$ cat src/rtl/scan_pkg.sv
package scan_pkg;

    typedef enum logic [3:0] {
        ST_RESET, ST_IDLE,
        ST_SEL_DR, ST_CAP_DR, ST_SH_DR, ST_EX1_DR, ST_PAUSE_DR, ST_EX2_DR, ST_UPD_DR,
        ST_SEL_IR, ST_CAP_IR, ST_SH_IR, ST_EX1_IR, ST_PAUSE_IR, ST_EX2_IR, ST_UPD_IR
    } tap_state_e;

    typedef enum logic [1:0] {SEL_BYP, SEL_ID, SEL_BSR} dr_sel_e;

    localparam int IR_W = 3;
    localparam logic [IR_W-1:0] OP_EXTEST  = 3'b000;
    localparam logic [IR_W-1:0] OP_IDCODE  = 3'b001;
    localparam logic [IR_W-1:0] OP_SAMPLEZ = 3'b010;
    localparam logic [IR_W-1:0] IR_CAPTURE = 3'b001;

    function automatic int bsr_len(int org);
        return (org == 2) ? 138 : 89;
    endfunction

    function automatic logic [5:0] width_code(int org);
        case (org)
            0:       return 6'b100111;
            1:       return 6'b010111;
            default: return 6'b110111;
        endcase
    endfunction

    function automatic logic [31:0] id_word(int org);
        return {3'b000, 5'b01011, 6'b000000, width_code(org), 11'b00000110100, 1'b1};
    endfunction

endpackage

$ cat src/rtl/tap_fsm.sv
module tap_fsm import scan_pkg::*; (
    input  logic       tck,
    input  logic       trst_n,
    input  logic       tms,
    output tap_state_e state_q
);
    tap_state_e state_d;

    always_comb begin
        state_d = state_q;
        case (state_q)
            ST_RESET:    state_d = tms ? ST_RESET  : ST_IDLE;
            ST_IDLE:     state_d = tms ? ST_SEL_DR : ST_IDLE;
            ST_SEL_DR:   state_d = tms ? ST_SEL_IR : ST_CAP_DR;
            ST_CAP_DR:   state_d = tms ? ST_EX1_DR : ST_SH_DR;
            ST_SH_DR:    state_d = tms ? ST_EX1_DR : ST_SH_DR;
            ST_EX1_DR:   state_d = tms ? ST_UPD_DR : ST_PAUSE_DR;
            ST_PAUSE_DR: state_d = tms ? ST_EX2_DR : ST_PAUSE_DR;
            ST_EX2_DR:   state_d = tms ? ST_UPD_DR : ST_SH_DR;
            ST_UPD_DR:   state_d = tms ? ST_SEL_DR : ST_IDLE;
            ST_SEL_IR:   state_d = tms ? ST_RESET  : ST_CAP_IR;
            ST_CAP_IR:   state_d = tms ? ST_EX1_IR : ST_SH_IR;
            ST_SH_IR:    state_d = tms ? ST_EX1_IR : ST_SH_IR;
            ST_EX1_IR:   state_d = tms ? ST_UPD_IR : ST_PAUSE_IR;
            ST_PAUSE_IR: state_d = tms ? ST_EX2_IR : ST_PAUSE_IR;
            ST_EX2_IR:   state_d = tms ? ST_UPD_IR : ST_SH_IR;
            ST_UPD_IR:   state_d = tms ? ST_SEL_DR : ST_IDLE;
            default:     state_d = ST_RESET;
        endcase
    end

    always_ff @(posedge tck or negedge trst_n) begin
        if (!trst_n) state_q <= ST_RESET;
        else         state_q <= state_d;
    end


    tms_reset_chk: assert property (@(posedge tck) disable iff (!trst_n)
        ($past(tms, 1) && $past(tms, 2) && $past(tms, 3) && $past(tms, 4) && $past(tms, 5))
        |-> (state_q == ST_RESET));

endmodule

$ cat src/rtl/scan_ir.sv
module scan_ir import scan_pkg::*; (
    input  logic       tck,
    input  logic       trst_n,
    input  logic       tdi,
    input  tap_state_e state_q,
    output logic       ir_lsb,
    output dr_sel_e    dr_sel,
    output logic       hiz_force,
    output logic       drive_pins
);
    typedef struct packed {
        logic [IR_W-1:0] sh;
        logic [IR_W-1:0] op;
    } ir_regs_t;

    ir_regs_t r_d, r_q;

    always_comb begin
        r_d = r_q;
        case (state_q)
            ST_RESET:  r_d.op = OP_IDCODE;
            ST_CAP_IR: r_d.sh = IR_CAPTURE;
            ST_SH_IR:  r_d.sh = {tdi, r_q.sh[IR_W-1:1]};
            ST_UPD_IR: r_d.op = r_q.sh;
            default:   ;
        endcase
    end

    always_ff @(posedge tck or negedge trst_n) begin
        if (!trst_n) r_q <= '{sh: IR_CAPTURE, op: OP_IDCODE};
        else         r_q <= r_d;
    end

    always_comb begin
        dr_sel     = SEL_BYP;
        hiz_force  = 1'b0;
        drive_pins = 1'b0;
        case (r_q.op)
            OP_EXTEST:  begin dr_sel = SEL_BSR; drive_pins = 1'b1; end
            OP_IDCODE:  dr_sel = SEL_ID;
            OP_SAMPLEZ: begin dr_sel = SEL_BSR; hiz_force = 1'b1; end
            default:    dr_sel = SEL_BYP;
        endcase
    end

    assign ir_lsb = r_q.sh[0];


    ir_capture_chk: assert property (@(posedge tck) disable iff (!trst_n)
        (state_q == ST_CAP_IR) |=> (r_q.sh == IR_CAPTURE));


    ir_reset_chk: assert property (@(posedge tck) disable iff (!trst_n)
        (state_q == ST_RESET) |=> (r_q.op == OP_IDCODE && !hiz_force));

endmodule

$ cat src/rtl/scan_dr.sv
module scan_dr import scan_pkg::*; #(
    parameter  int ORG     = 0,
    localparam int BSR_LEN = bsr_len(ORG)
) (
    input  logic               tck,
    input  logic               trst_n,
    input  logic               tdi,
    input  tap_state_e         state_q,
    input  dr_sel_e            dr_sel,
    input  logic [BSR_LEN-1:0] pin_in,
    output logic               dr_lsb,
    output logic [BSR_LEN-1:0] pin_out
);
    localparam logic [31:0] ID_VAL = id_word(ORG);

    typedef struct packed {
        logic               byp;
        logic [31:0]        id;
        logic [BSR_LEN-1:0] bsr;
        logic [BSR_LEN-1:0] upd;
    } dr_regs_t;

    dr_regs_t r_d, r_q;

    always_comb begin
        r_d = r_q;
        case (state_q)
            ST_CAP_DR: begin
                case (dr_sel)
                    SEL_ID:  r_d.id  = ID_VAL;
                    SEL_BSR: r_d.bsr = pin_in;
                    default: r_d.byp = 1'b0;
                endcase
            end
            ST_SH_DR: begin
                case (dr_sel)
                    SEL_ID:  r_d.id  = {tdi, r_q.id[31:1]};
                    SEL_BSR: r_d.bsr = {tdi, r_q.bsr[BSR_LEN-1:1]};
                    default: r_d.byp = tdi;
                endcase
            end
            ST_UPD_DR: if (dr_sel == SEL_BSR) r_d.upd = r_q.bsr;
            default: ;
        endcase
    end

    always_ff @(posedge tck or negedge trst_n) begin
        if (!trst_n) r_q <= '{byp: 1'b0, id: ID_VAL, bsr: '0, upd: '0};
        else         r_q <= r_d;
    end

    always_comb begin
        case (dr_sel)
            SEL_ID:  dr_lsb = r_q.id[0];
            SEL_BSR: dr_lsb = r_q.bsr[0];
            default: dr_lsb = r_q.byp;
        endcase
    end

    assign pin_out = r_q.upd;


    byp_capture_chk: assert property (@(posedge tck) disable iff (!trst_n)
        (state_q == ST_CAP_DR && dr_sel == SEL_BYP) |=> !r_q.byp);


    id_capture_chk: assert property (@(posedge tck) disable iff (!trst_n)
        (state_q == ST_CAP_DR && dr_sel == SEL_ID) |=> (r_q.id == ID_VAL));


    upd_hold_chk: assert property (@(posedge tck) disable iff (!trst_n)
        !(state_q == ST_UPD_DR && dr_sel == SEL_BSR) |=> $stable(pin_out));

endmodule

$ cat src/rtl/scan_port.sv
module scan_port import scan_pkg::*; #(
    parameter  int ORG     = 0,
    localparam int BSR_LEN = bsr_len(ORG)
) (
    input  logic               tck,
    input  logic               trst_n,
    input  logic               tms,
    input  logic               tdi,
    output logic               tdo,
    output logic               tdo_en,
    input  logic [BSR_LEN-1:0] pin_in,
    output logic [BSR_LEN-1:0] pin_out,
    output logic               drive_pins,
    output logic               hiz_force
);
    typedef struct packed {
        logic tdo;
        logic en;
    } out_regs_t;

    tap_state_e state_q;
    dr_sel_e    dr_sel;
    logic       ir_lsb;
    logic       dr_lsb;
    out_regs_t  out_d, out_q;

    tap_fsm i_fsm (
        .tck     (tck),
        .trst_n  (trst_n),
        .tms     (tms),
        .state_q (state_q)
    );

    scan_ir i_ir (
        .tck        (tck),
        .trst_n     (trst_n),
        .tdi        (tdi),
        .state_q    (state_q),
        .ir_lsb     (ir_lsb),
        .dr_sel     (dr_sel),
        .hiz_force  (hiz_force),
        .drive_pins (drive_pins)
    );

    scan_dr #(.ORG(ORG)) i_dr (
        .tck     (tck),
        .trst_n  (trst_n),
        .tdi     (tdi),
        .state_q (state_q),
        .dr_sel  (dr_sel),
        .pin_in  (pin_in),
        .dr_lsb  (dr_lsb),
        .pin_out (pin_out)
    );

    always_comb begin
        out_d    = out_q;
        out_d.en = (state_q == ST_SH_DR) || (state_q == ST_SH_IR);
        if (out_d.en) out_d.tdo = (state_q == ST_SH_IR) ? ir_lsb : dr_lsb;
    end

    always_ff @(negedge tck or negedge trst_n) begin
        if (!trst_n) out_q <= '0;
        else         out_q <= out_d;
    end

    assign tdo    = out_q.tdo;
    assign tdo_en = out_q.en;


    tdo_en_chk: assert property (@(posedge tck) disable iff (!trst_n)
        tdo_en == ((state_q == ST_SH_DR) || (state_q == ST_SH_IR)));

endmodule

$ cat config.mk
export PLATFORM = sky130hd
export DESIGN_NAME = scan_port
export DESIGN_NICKNAME = d
export VERILOG_FILES = /design/src/rtl/scan_pkg.sv /design/src/rtl/tap_fsm.sv /design/src/rtl/scan_ir.sv /design/src/rtl/scan_dr.sv /design/src/rtl/scan_port.sv
export SDC_FILE = /design/constraint.sdc
export NUM_CORES = 1
export LEC_CHECK = 0
export ABC_AREA = 1
export BUFFER_PORTS_ARGS = -buffer_cell sky130_fd_sc_hd__clkbuf_2
export CAP_MARGIN = 20
export CORE_UTILIZATION = 25
export CTS_CLUSTER_SIZE = 14
export DETAILED_ROUTE_END_ITERATION = 6
export HOLD_SLACK_MARGIN = 0.05
export SYNTH_ARGS = -nofsm -noshare
export SYNTH_HDL_FRONTEND = slang
export SYNTH_SLANG_ARGS = --single-unit
$ cat constraint.sdc
create_clock -name tck -period 3.6 [get_ports tck]
set_clock_uncertainty 0.1 [all_clocks]
set_input_delay 0.54 -clock tck [delete_from_list [all_inputs] [get_ports tck]]
set_output_delay 0.54 -clock tck [all_outputs]
set_load 0.02 [all_outputs]
Word level (Yosys, flattened, before mapping)
Index checks and enable logic that the tools add are counted.
{"block": "totals", "input_bits": 93, "ff_bits": 223, "word_cells": 76, "out_inout_bits": 93}
{"block": "op_classes", "n_reduce_logical": 15, "mux": 27, "n_eq_ne": 25}
{"cell": "case mux 122 bit (2 select lines)", "n": 1}
{"cell": "2-to-1 mux 89 bit", "n": 2}
{"cell": "2-to-1 mux 32 bit", "n": 2}
{"cell": "case mux 4 bit (12 select lines)", "n": 1}
{"cell": "== test 4 bit (second input constant)", "n": 8}
{"cell": "== test 4 x 3 -> 1 bit (second input constant)", "n": 4}
{"cell": "2-to-1 mux 4 bit", "n": 4}
{"cell": "case mux 3 bit (2 select lines)", "n": 2}
{"cell": "AND reduction 3 bit", "n": 3}
{"cell": "== test 4 x 2 -> 1 bit (second input constant)", "n": 2}
{"cell": "2-to-1 mux 1 bit", "n": 8}
{"cell": "!= test 2 x 1 -> 1 bit (second input constant)", "n": 4}
{"cell": "OR reduction 2 bit", "n": 4}
{"cell": "2-to-1 mux 2 bit", "n": 3}
{"cell": "2-to-1 mux 3 bit", "n": 2}
{"cell": "nonzero test 2 bit", "n": 3}
{"cell": "== test 4 x 1 -> 1 bit (second input constant)", "n": 1}
{"cell": "zero test 4 bit", "n": 1}
{"cell": "!= test 2 bit (second input constant)", "n": 2}
{"cell": "case mux 2 bit (2 select lines)", "n": 1}
{"cell": "== test 3 x 1 -> 1 bit (second input constant)", "n": 1}
{"cell": "== test 3 x 2 -> 1 bit (second input constant)", "n": 1}
{"cell": "zero test 3 bit", "n": 1}
{"cell": "OR reduction 3 bit", "n": 1}
{"cell": "other kinds (5)", "n": 5}

Depth between registers and ports, before layout
Gate-level depths: netlist of run 1.
{"block": "logic_depth", "ltp_word": 7, "depth_mapped": 10, "depth_no_buf": 8}

Modules after synthesis
A second synthesis of run 1 with hierarchy kept.
{"block": "hier_totals", "hier_cells": 1505, "hier_area_um2": 11365.9}
{"module": "scan_dr", "cells_each": 1388, "seq_area_each_um2": 5293.8, "area_each_um2": 10590.2, "n_inst": 1}
{"module": "tap_fsm", "cells_each": 55, "seq_area_each_um2": 100.1, "area_each_um2": 335.3, "n_inst": 1}
{"module": "scan_ir", "cells_each": 46, "seq_area_each_um2": 152.6, "area_each_um2": 326.6, "n_inst": 1}
{"module": "scan_port", "cells_each": 16, "seq_area_each_um2": 50.0, "area_each_um2": 113.9, "n_inst": 1}

==> impl_results.md, run 1 <==
- Outcome: finished, final reports clean
- Synth Area in Compound Gates: 15.1%
- First-pass DRT Iterations: 5
- Grt ovf: 0
- Starting DRC count in detailed routing: 413
- Routed length per instance: 12.9 um
- Mux cell area share after synthesis: 0%
- Layout cells sized above 1: 20.7%
- Register bit total from synthesis: 223
- Detailed Route WL: ~23,000 um
- GRT Total Usage: a little under an eighth
- Post-layout nets: approximately 1,400
- Vert. Die Dim: 203 um
- Post-Place Worst Slack: 0.416 ns
- Switching share of power: 37.5%
- Clock Sinks: approximately 220
- GPL Wtd Cong: 0.782
- First-pass GRT wire length: 39,000 um
- Antenna violations before repair: 1
- Setup CP Type: reg2out
- Post-synth top flop: dfrtp_1
- Clock Tree Root: clkbuf_16
- Critical Path Fanout Max: 2
- Sequential share of power: 40.6%
- N_diodes: 0
- Worst Path Required: 2.96 ns
- Final ANT Viol Nets: 0
- Most frequent cells after synthesis: nand2_1, dfrtp_1, o21ai_0
- Int Power: approximately 6500 uW
- Max-cap viol count: 0
- Startpoint type of the worst setup path: register
- Setup Viol. Count Final: 0
- Via density: around 4.2
- Slew margin rel.: 30.5%
- Post-synthesis sequential area ratio: between 50% and 60%
- Post-synth EDFFs: 0
- Syn_area_per_cell: 8.50 sq um
- Pwr dens: 891 mW/mm^2
- Clock-pin transition on the worst setup and hold timing paths: 0.06 ns
- Crit end category: primary output
- Synthesized instance count: 1,184
- Placed insts: 1,752
- Clock group share of total power: a little over a quarter
- Leading area contributor after synthesis: dfrtp_1
- Die ar.: between 0.04 and 0.05 sq mm
- DPL Wire Length: 15,100 um
- Pleak: 0.00602 uW
- Register Area: ~0.0056 sq mm
- Fill cell count: 4,286
- Initial core utilization: 25.3%
- Max incr delay on CP: 0.42 ns
- Met1 Use GR: 15.3%
- CP cell instances: clkbuf_8
- Netlist cell types: 26
- Core Rows: 73
- Warnings from Yosys: 0
- Post-Synth Adder-Cell Area: 0%
- Syn Nets: 1,277
- Drt drc: 0
- Async set-or-reset flop fraction in the synthesized netlist: 100%
- Chip Width: 203 um
- Clock latency on the worst-skew pair: 0.55 ns
- Synth top area share: 51.7%
- Port buffer count: roughly 190
- Ports: 186
- Num CTS Buffers: 26
- Multi-input gate area in the final layout: 0.00305 sq mm
- Final WS setup: 0.0560 ns
- RSZ-0062 raised after global routing: false
- Comb power frac: 32.9%
- CTS tree: built
- Xor and xnor fraction of the mapped netlist area: 0%
- Area growth, synth to finish: 16.8%
- Most Used Layer, Global Route: met2
- Cell family with most CP delay: flip-flops
- Design Power: 10,500 uW
- Htree depth: 1
- Largest family of logic cells by synthesized area: compound AO/OA/AOI/OAI gates
- Slew @ Worst Pin: 1.04 ns
- Simple-gate share of the synthesized area: 15.0%
- Switching power total: slightly below 4000 uW
- Pin count of the biggest net entering global routing: 146
- Hold Crit Class: in2reg
- Worst path bufs/invs: 1
- Worst Path Arrival: 2.90 ns
- Final hold slack: 0.189 ns
- Cell with the most instances after synthesis: nand2_1
- Non-Filler Instances: 1,801
- Slowest cell on crit path: dfrtn_1
- Clk buf depth: 3
- M3 GR Usage: under 10%
- Vias in the first global route: 7,509
- Synth Cell Area: 0.0101 sq mm
- Core area: 0.0397 sq mm
- Slew Limit Fails: 0
- Final hold vios: 0
- Top post-synthesis cells by area: dfrtp_1, nand2_1, o21ai_0, buf_4, inv_1
- Met2 usage: 19.1%
- Worst vdd ir: 0.389 mV
- Via count: roughly 7,600
- Fin Setup TNS: 0 ns
worst paths after layout:
path,cells past startpoint,endpoint,from,slack (ns)
max reg2reg,6,tdo,i_ir.r_q[2],0.40
min in group asynchronous,2,i_dr.r_q[173],trst_n,0.32
min reg2reg,2,i_dr.r_q[208],i_dr.r_q[208],0.37
max,1,tdo,tdo,0.06
min,3,i_fsm.state_q[0],tms,0.19
max in group asynchronous,2,tdo_en,trst_n,1.20
through the flow:
| stage | util [%] | cell area (sq um) |
|---|---|---|
| CTS | 29.6 | 11800 |
| floorplan | - | 10100 |
| global route | 29.6 | 11800 |
| finish | 29.6 | 11800 |
| global placement | 27.2 | 10800 |
| detailed placement | 27.2 | 10800 |
kinds of logic (layout without fill, tap and decap cells):
logic type             after synthesis  after routing
AND/OR/NAND/NOR                    390            390
AO/OA/AOI/OAI                      299            299
buffers and inverters              272            364
flip-flops                         223            223
placed cells by master (no fill, tap or decap), types with 5 or more instances in the layout:
master	n
nor2_1	17
nand3_1	10
nand2_1	353
dfrtp_1	208
clkbuf_8	8
o21ai_0	195
buf_4	7
inv_1	116
a21oi_1	9
o21ai_1	83
clkbuf_2	183
o22ai_1	5
dfstp_2	13
clkbuf_16	26
timing repair:
action                                  CTS  global route
endpoints found under the hold margin    11             0
hold buffers                              1             0
gates resized for setup                   2             0
buffers inserted                          1             0
endpoints found under the setup margin    1             0
worst register-to-register path: stages (launching register included):
cell and delay (ns):
dfrtp_1 0.38, nor2_1 0.33, inv_1 0.16, nand3_1 0.11, nand3_1 0.07, nand2_1 0.06, nand2_1 0.04
sequential cells by signal, summed over array words and instances, names as in the netlist:
name	count
tdo	1
i_dr.r_q	122
i_ir.r_q	5
tdo_en	1
i_fsm.state_q	4
i_dr.pin_out	89
i_ir.ir_lsb	1
power by group through the flow:
stage	Sequential [uW]	Combinational, uW	Clock (uW)
4_1_cts	4270	3520	2890
3_3_place_gp	4260	3430	0
2_1_floorplan	4160	3070	0
6_report	4260	3450	2770
3_5_place_dp	4300	3480	0
5_1_grt	4410	3940	2970
layer usage:
layer / up-vias / share of wire (%)
li1: 3800 / -
met1: 3599 / 47
met5: - / 0.073
met4: 2 / 2.4
met2: 176 / 45
met3: 33 / 5.2
area by class of cell:
cell class | count | area share (%)
Sequential cell | 223 | 47.6
Multi-Input combinational cell | 689 | 25.9
Timing Repair Buffer | 197 | 9.25
Clock buffer | 36 | 6.45
Tap cell | 525 | 5.59
Inverter | 120 | 3.88
Clock inverter | 11 | 1.27
No activity file was read; power rests on OpenSTA's default activity.
==> run 2: changes to the inputs <==
--- a/config.mk
+++ b/config.mk
@@ -12,6 +12,7 @@
 export CTS_CLUSTER_SIZE = 14
 export DETAILED_ROUTE_END_ITERATION = 6
 export HOLD_SLACK_MARGIN = 0.05
+export REMOVE_ABC_BUFFERS = 1
 export SYNTH_ARGS = -nofsm -noshare
 export SYNTH_HDL_FRONTEND = slang
 export SYNTH_SLANG_ARGS = --single-unit
==> run 2 against run 1 <==
Against the previous run:
- die area did not move
- non-clock buffer count rose by 5
- core utilization rose by 0.26 points
- global-route usage fell by 0.52 points
- worst setup slack improved by 0.0026 ns
- final area rose by 0.89%
- critical path type unchanged
- sequential share of layout area fell by 0.42 points
==> impl_results.md, run 2 (synthesized netlist as in run 1, its figures left out) <==
- Crit end category: primary output (unchanged)
- Drt drc: 0 (unchanged)
- Port buffer count: 185 (unchanged)
- Critical Path Fanout Max: 2 (unchanged)
- Slew Limit Fails: 0 (unchanged)
- GPL Wtd Cong: 0.803 (was 0.782)
- Max-cap viol count: 0 (unchanged)
- Core area: 0.0397 sq mm (unchanged)
- Worst Path Arrival: 2.90 ns (about the same)
- Final hold vios: 0 (unchanged)
- Met1 Use GR: 14.6% (was 15.3%)
- Cell family with most CP delay: flip-flops (unchanged)
- First-pass GRT wire length: 37,500 um (was 39,000 um)
- Layout cells sized above 1: 20.9% (was 20.7%)
- Num CTS Buffers: 27 (was 26)
- CTS tree: built (unchanged)
- Detailed Route WL: 22,700 um (was 23,300 um)
- Area growth, synth to finish: 17.8% (was 16.8%)
- # Post-CTS Setup Buffers: 0 (was 1)
- Top reg by flops: i_dr.r_q (unchanged)
- Ports: 186 (unchanged)
- Pin count of the biggest net entering global routing: 141 (was 146)
- Core Rows: 73 (unchanged)
- Starting DRC count in detailed routing: 452 (was 413)
- Initial core utilization: 25.3% (unchanged)
- Commonest non-fill, non-tap cell in the layout: nand2_1 (unchanged)
- M3 GR Usage: 3.79% (was 2.50%)
- Htree depth: 1 (unchanged)
- Vias in the first global route: 7,217 (was 7,509)
- DPL Wire Length: 14,700 um (was 15,100 um)
- CP cell instances: buf_4 (was clkbuf_8)
- Clk buf depth: 3 (unchanged)
- Startpoint type of the worst setup path: register (unchanged)
- Pleak: 0.00608 uW (was 0.00602 uW)
- Post-Place Worst Slack: 0.450 ns (was 0.416 ns)
- Chip Width: 203 um (unchanged)
- Slowest cell on crit path: dfrtn_1 (unchanged)
- Outcome: finished, final reports clean (unchanged)
- Post-Route Utilization: 29.8% (was 29.6%)
- Die ar.: 0.0411 sq mm (unchanged)
- Worst vdd ir: 0.361 mV (was 0.389 mV)
- Clock Tree Root: clkbuf_16 (unchanged)
- Slew @ Worst Pin: 1.03 ns (was 1.04 ns)
- Vert. Die Dim: 203 um (unchanged)
- Max incr delay on CP: 0.42 ns (about the same)
- Clock latency on the worst-skew pair: 0.55 ns (about the same)
- Slew margin rel.: 31.5% (was 30.5%)
- First-pass DRT Iterations: 4 (was 5)
- Most Used Layer, Global Route: met2 (unchanged)
- Clock-pin transition on the worst setup and hold timing paths: 0.06 ns (about the same)
- Via density: 4.16 (was 4.23)
- RSZ-0062 raised after global routing: false (unchanged)
- Antenna violations before repair: 1 (unchanged)
- Clock Sinks: 223 (unchanged)
- Via count: 7,519 (was 7,610)
- Most frequent cells in the layout: nand2_1, dfrtp_1, o21ai_0, clkbuf_2, inv_1 (unchanged)
- Setup CP Type: reg2out (unchanged)
- Worst path bufs/invs: 1 (unchanged)
- Pwr dens: 904 mW/mm^2 (was 891 mW/mm^2)
- Max reg flops: 122 (unchanged)
- Design Power: 10,700 uW (was 10,500 uW)
- Final ANT Viol Nets: 0 (unchanged)
- Worst Path Required: 2.96 ns (about the same)
- GRT Total Usage: 11.1% (was 11.6%)
- Hold Crit Class: in2reg (unchanged)
- Met2 usage: 17.3% (was 19.1%)
- Setup Viol. Count Final: 0 (unchanged)
- Post-layout nets: 1,356 (was 1,350)
- Grt ovf: 0 (unchanged)
- FF-to-FF setup slack: 0.42 ns (was 0.40 ns)
- Routed length per instance: 12.6 um (was 12.9 um)
- Final WS setup: 0.0586 ns (was 0.0560 ns)
==> run 2: cell types whose count changed in the layout (fill, tap and decap cells not counted), moves of 2 or more <==
cell / before / now
bufinv_16: 3 / 7
inv_6: 1 / 3
clkbuf_1: 3 / 6
clkbuf_8: 8 / 3
buf_4: 7 / 14
clkinvlp_4: 3 / 0
==> run 2: area by class of cell <==
class                      instances  area [sq um]
fill                            4231         27900
inverter                         120           455
tap                              525           657
timing repair buffer             202          1110
clock buffer                      36           739
antenna                            1          2.50
clock inverter                    13           251
multi-input combinational        689          3050
sequential                       223          5600
==> run 2: path summary, 6_finish.rpt <==
| check | from | to | depth (start not counted) |
|---|---|---|---|
| min in group asynchronous | trst_n | i_dr.r_q[93] | 2 |
| hold / removal | pin_in[36] | i_dr.r_q[125] | 5 |
| hold reg to reg | i_dr.r_q[200] | i_dr.r_q[200] | 2 |
| setup reg to reg | i_fsm.state_q[1] | tdo | 6 |
| setup / recovery | tdo | tdo | 1 |
| max in group asynchronous | trst_n | tdo | 2 |
==> run 2: layer usage <==
layer,routed length [um],vias to the layer above
li1,-,3813
met1,10400,3500
met2,10200,165
met3,1710,41
met4,503,0
met5,0,-
==> run 2: per-stage QoR <==
stage	TNS (ns)	area, sq um	hold slack (ns)	std cells
after floorplan	-29.43	9070	0.144	1032
after global placement	0	10900	0.278	1758
after detailed placement	0	10900	0.278	1758
after CTS	0	11900	0.168	1808
after global routing	0	11900	0.192	1808
final	0	11900	0.204	1809
==> run 2: power breakdown <==
part	internal (uW)	switching [uW]	total, uW	leakage (uW)
clock	1940	1100	3040	0.000485
sequential	3750	515	4260	0.00270
combinational	1110	2310	3420	0.00290
total	6800	3920	10700	0.00608
==> run 2: repair_timing <==
item | CTS | global route
setup endpoints to repair | 0 | 1
endpoints found under the hold margin | 17 | 0
hold buffers | 1 | 0
gates resized for setup | 0 | 2
==> run 3: changes to the inputs <==
--- a/config.mk
+++ b/config.mk
@@ -12,6 +12,7 @@
 export CTS_CLUSTER_SIZE = 14
 export DETAILED_ROUTE_END_ITERATION = 6
 export HOLD_SLACK_MARGIN = 0.05
+export PLACE_DENSITY = 0.48
 export REMOVE_ABC_BUFFERS = 1
 export SYNTH_ARGS = -nofsm -noshare
 export SYNTH_HDL_FRONTEND = slang
==> run 3 against run 2 <==
Against the previous run:
- count of clock-buffer cells in the layout grew 3
- worst hold slack gained 0.016 ns
- final cell count fell by 0.28%
- register-to-register slack got worse by 0.06 ns
- largest cell class unchanged
- highest routed layer unchanged
- largest power group unchanged
==> impl_results.md, run 3 (synthesized netlist as in run 1, its figures left out) <==
- Outcome: finished, final reports clean (unchanged)
- RSZ-0062 raised after global routing: false (unchanged)
- GRT Total Usage: 11.7% (was 11.1%)
- Worst Path Arrival: 2.91 ns (was 2.90 ns)
- Post-layout nets: 1,352 (was 1,356)
- Placed insts: 1,754 (was 1,758)
- Chip Width: 203 um (unchanged)
- Fin Setup TNS: 0 ns (unchanged)
- Clock-pin transition on the worst setup and hold timing paths: 0.05 ns (was 0.06 ns)
- Slowest cell on crit path: dfrtn_1 (unchanged)
- Initial core utilization: 25.3% (unchanged)
- Cell family with most CP delay: flip-flops (unchanged)
- Num CTS Buffers: 27 (unchanged)
- Core area: 0.0397 sq mm (unchanged)
- CTS tree: built (unchanged)
- Reg2Reg Depth: 7 (was 6)
- Via density: 4.15 (was 4.16)
- Starting DRC count in detailed routing: 266 (was 452)
- Slew margin rel.: 33.1% (was 31.5%)
- Crit end category: primary output (unchanged)
- Non-Filler Instances: 1,804 (was 1,809)
- Layout cells sized above 1: 20.6% (was 20.9%)
- Vert. Die Dim: 203 um (unchanged)
- Ports: 186 (unchanged)
- Slew @ Worst Pin: 1.00 ns (was 1.03 ns)
- Detailed Route WL: 23,900 um (was 22,700 um)
- Top reg by flops: i_dr.r_q (unchanged)
- Core Rows: 73 (unchanged)
- N_diodes: 0 (was 1)
- Die ar.: 0.0411 sq mm (unchanged)
- Slew Limit Fails: 0 (unchanged)
- Clk buf depth: 3 (unchanged)
- Worst Path Required: 2.96 ns (about the same)
- Clock Tree Root: clkbuf_16 (unchanged)
- Area growth, synth to finish: 16.2% (was 17.8%)
- Clock latency on the worst-skew pair: 0.54 ns (was 0.55 ns)
- WHS Path Cells: 3 (was 5)
- Hold Crit Class: in2reg (unchanged)
- First-pass DRT Iterations: 4 (unchanged)
- First-pass GRT wire length: 39,000 um (was 37,500 um)
- Antenna violations before repair: 0 (was 1)
- Multi-input gate area in the final layout: 0.00305 sq mm (unchanged)
- Setup CP Type: reg2out (unchanged)
- Pleak: 0.00600 uW (was 0.00608 uW)
- Drt drc: 0 (unchanged)
- Htree depth: 1 (unchanged)
- Grt ovf: 0 (unchanged)
- CP cell instances: buf_2 (was buf_4)
- Worst vdd ir: 0.357 mV (was 0.361 mV)
- Port buffer count: 185 (unchanged)
- Clock Sinks: 223 (unchanged)
- Final hold slack: 0.220 ns (was 0.204 ns)
- # Post-CTS Setup Buffers: 0 (unchanged)
- Commonest non-fill, non-tap cell in the layout: nand2_1 (unchanged)
- Design Power: 10,400 uW (was 10,700 uW)
- Pin count of the biggest net entering global routing: 105 (was 141)
- Max-cap viol count: 0 (unchanged)
- GPL Wtd Cong: 0.806 (was 0.803)
- Critical Path Fanout Max: 2 (unchanged)
- DPL Wire Length: 15,300 um (was 14,700 um)
- Fill cell count: 4,279 (was 4,231)
- Final hold vios: 0 (unchanged)
- Setup Viol. Count Final: 0 (unchanged)
- Max incr delay on CP: 0.41 ns (was 0.42 ns)
- Max reg flops: 122 (unchanged)
- WP depth: 1 (unchanged)
- Startpoint type of the worst setup path: register (unchanged)
- Most frequent cells in the layout: nand2_1, dfrtp_1, o21ai_0, clkbuf_2, inv_1 (unchanged)
- Register Area: 0.00560 sq mm (unchanged)
- Vias in the first global route: 7,370 (was 7,217)
- Pwr dens: 888 mW/mm^2 (was 904 mW/mm^2)
- Worst path bufs/invs: 1 (unchanged)
- Routed length per instance: 13.2 um (was 12.6 um)
- Via count: 7,495 (was 7,519)
- Final ANT Viol Nets: 0 (unchanged)
run 3: changes by cell type in the layout (fill, tap and decap cells not counted), sizes merged:
cell,before,now
inv,122,120
clkinvlp,0,1
clkinv,4,7
bufinv,7,2
diode,1,0
clkbuf,219,222
buf,18,14
run 3: worst min-delay path, cell delays in order:
cell      delay [ns]
clkbuf_2        0.13
a21oi_1         0.08
nand2_1         0.06
run 3: repair_timing:
item	4_1_cts	5_1_grt
hold endpoints to repair	35	0
hold buffers	1	0
endpoints found under the setup margin	0	1
gates resized for setup	0	1
run 3: metrics by stage:
stage	util, %	setup WS [ns]	instance area, sq um
final	29.4	0.0497	11700
after global routing	29.4	0.00430	11700
after CTS	29.4	0.0127	11700
after detailed placement	27.2	0.372	10800
after global placement	27.2	0.371	10800
after floorplan	-	-0.702	9070
run 3: area by class of cell:
type / instances / share of cell area (%)
Clock buffer: 39 / 6.59
Clock inverter: 10 / 0.909
Inverter: 120 / 3.89
Multi-Input combinational cell: 689 / 26.1
Sequential cell: 223 / 47.9
Tap cell: 525 / 5.62
Timing Repair Buffer: 198 / 9.07
run 3: metal layers:
| metal | wire length [um] | global-route usage [%] |
|---|---|---|
| met5 | 0 | 0 |
| met2 | 10700 | 18.5 |
| met4 | 354 | 3.06 |
| met1 | 11200 | 15.6 |
| met3 | 1600 | 3.42 |
run 3: final timing paths:
check	to	slack [ns]	from
setup / recovery	tdo	0.05	tdo
hold / removal	i_fsm.state_q[0]	0.22	tms
setup reg to reg	tdo	0.36	i_fsm.state_q[3]
hold reg to reg	i_dr.r_q[208]	0.37	i_dr.r_q[209]
max in group asynchronous	tdo	1.07	trst_n
min in group asynchronous	i_fsm.state_q[1]	0.38	trst_n
run 3: power by group:
group          total, uW  switching [uW]  leakage [uW]  internal, uW
combinational       3420            2320       0.00287          1100
clock               2700            1080      0.000433          1620
sequential          4260             511       0.00270          3750
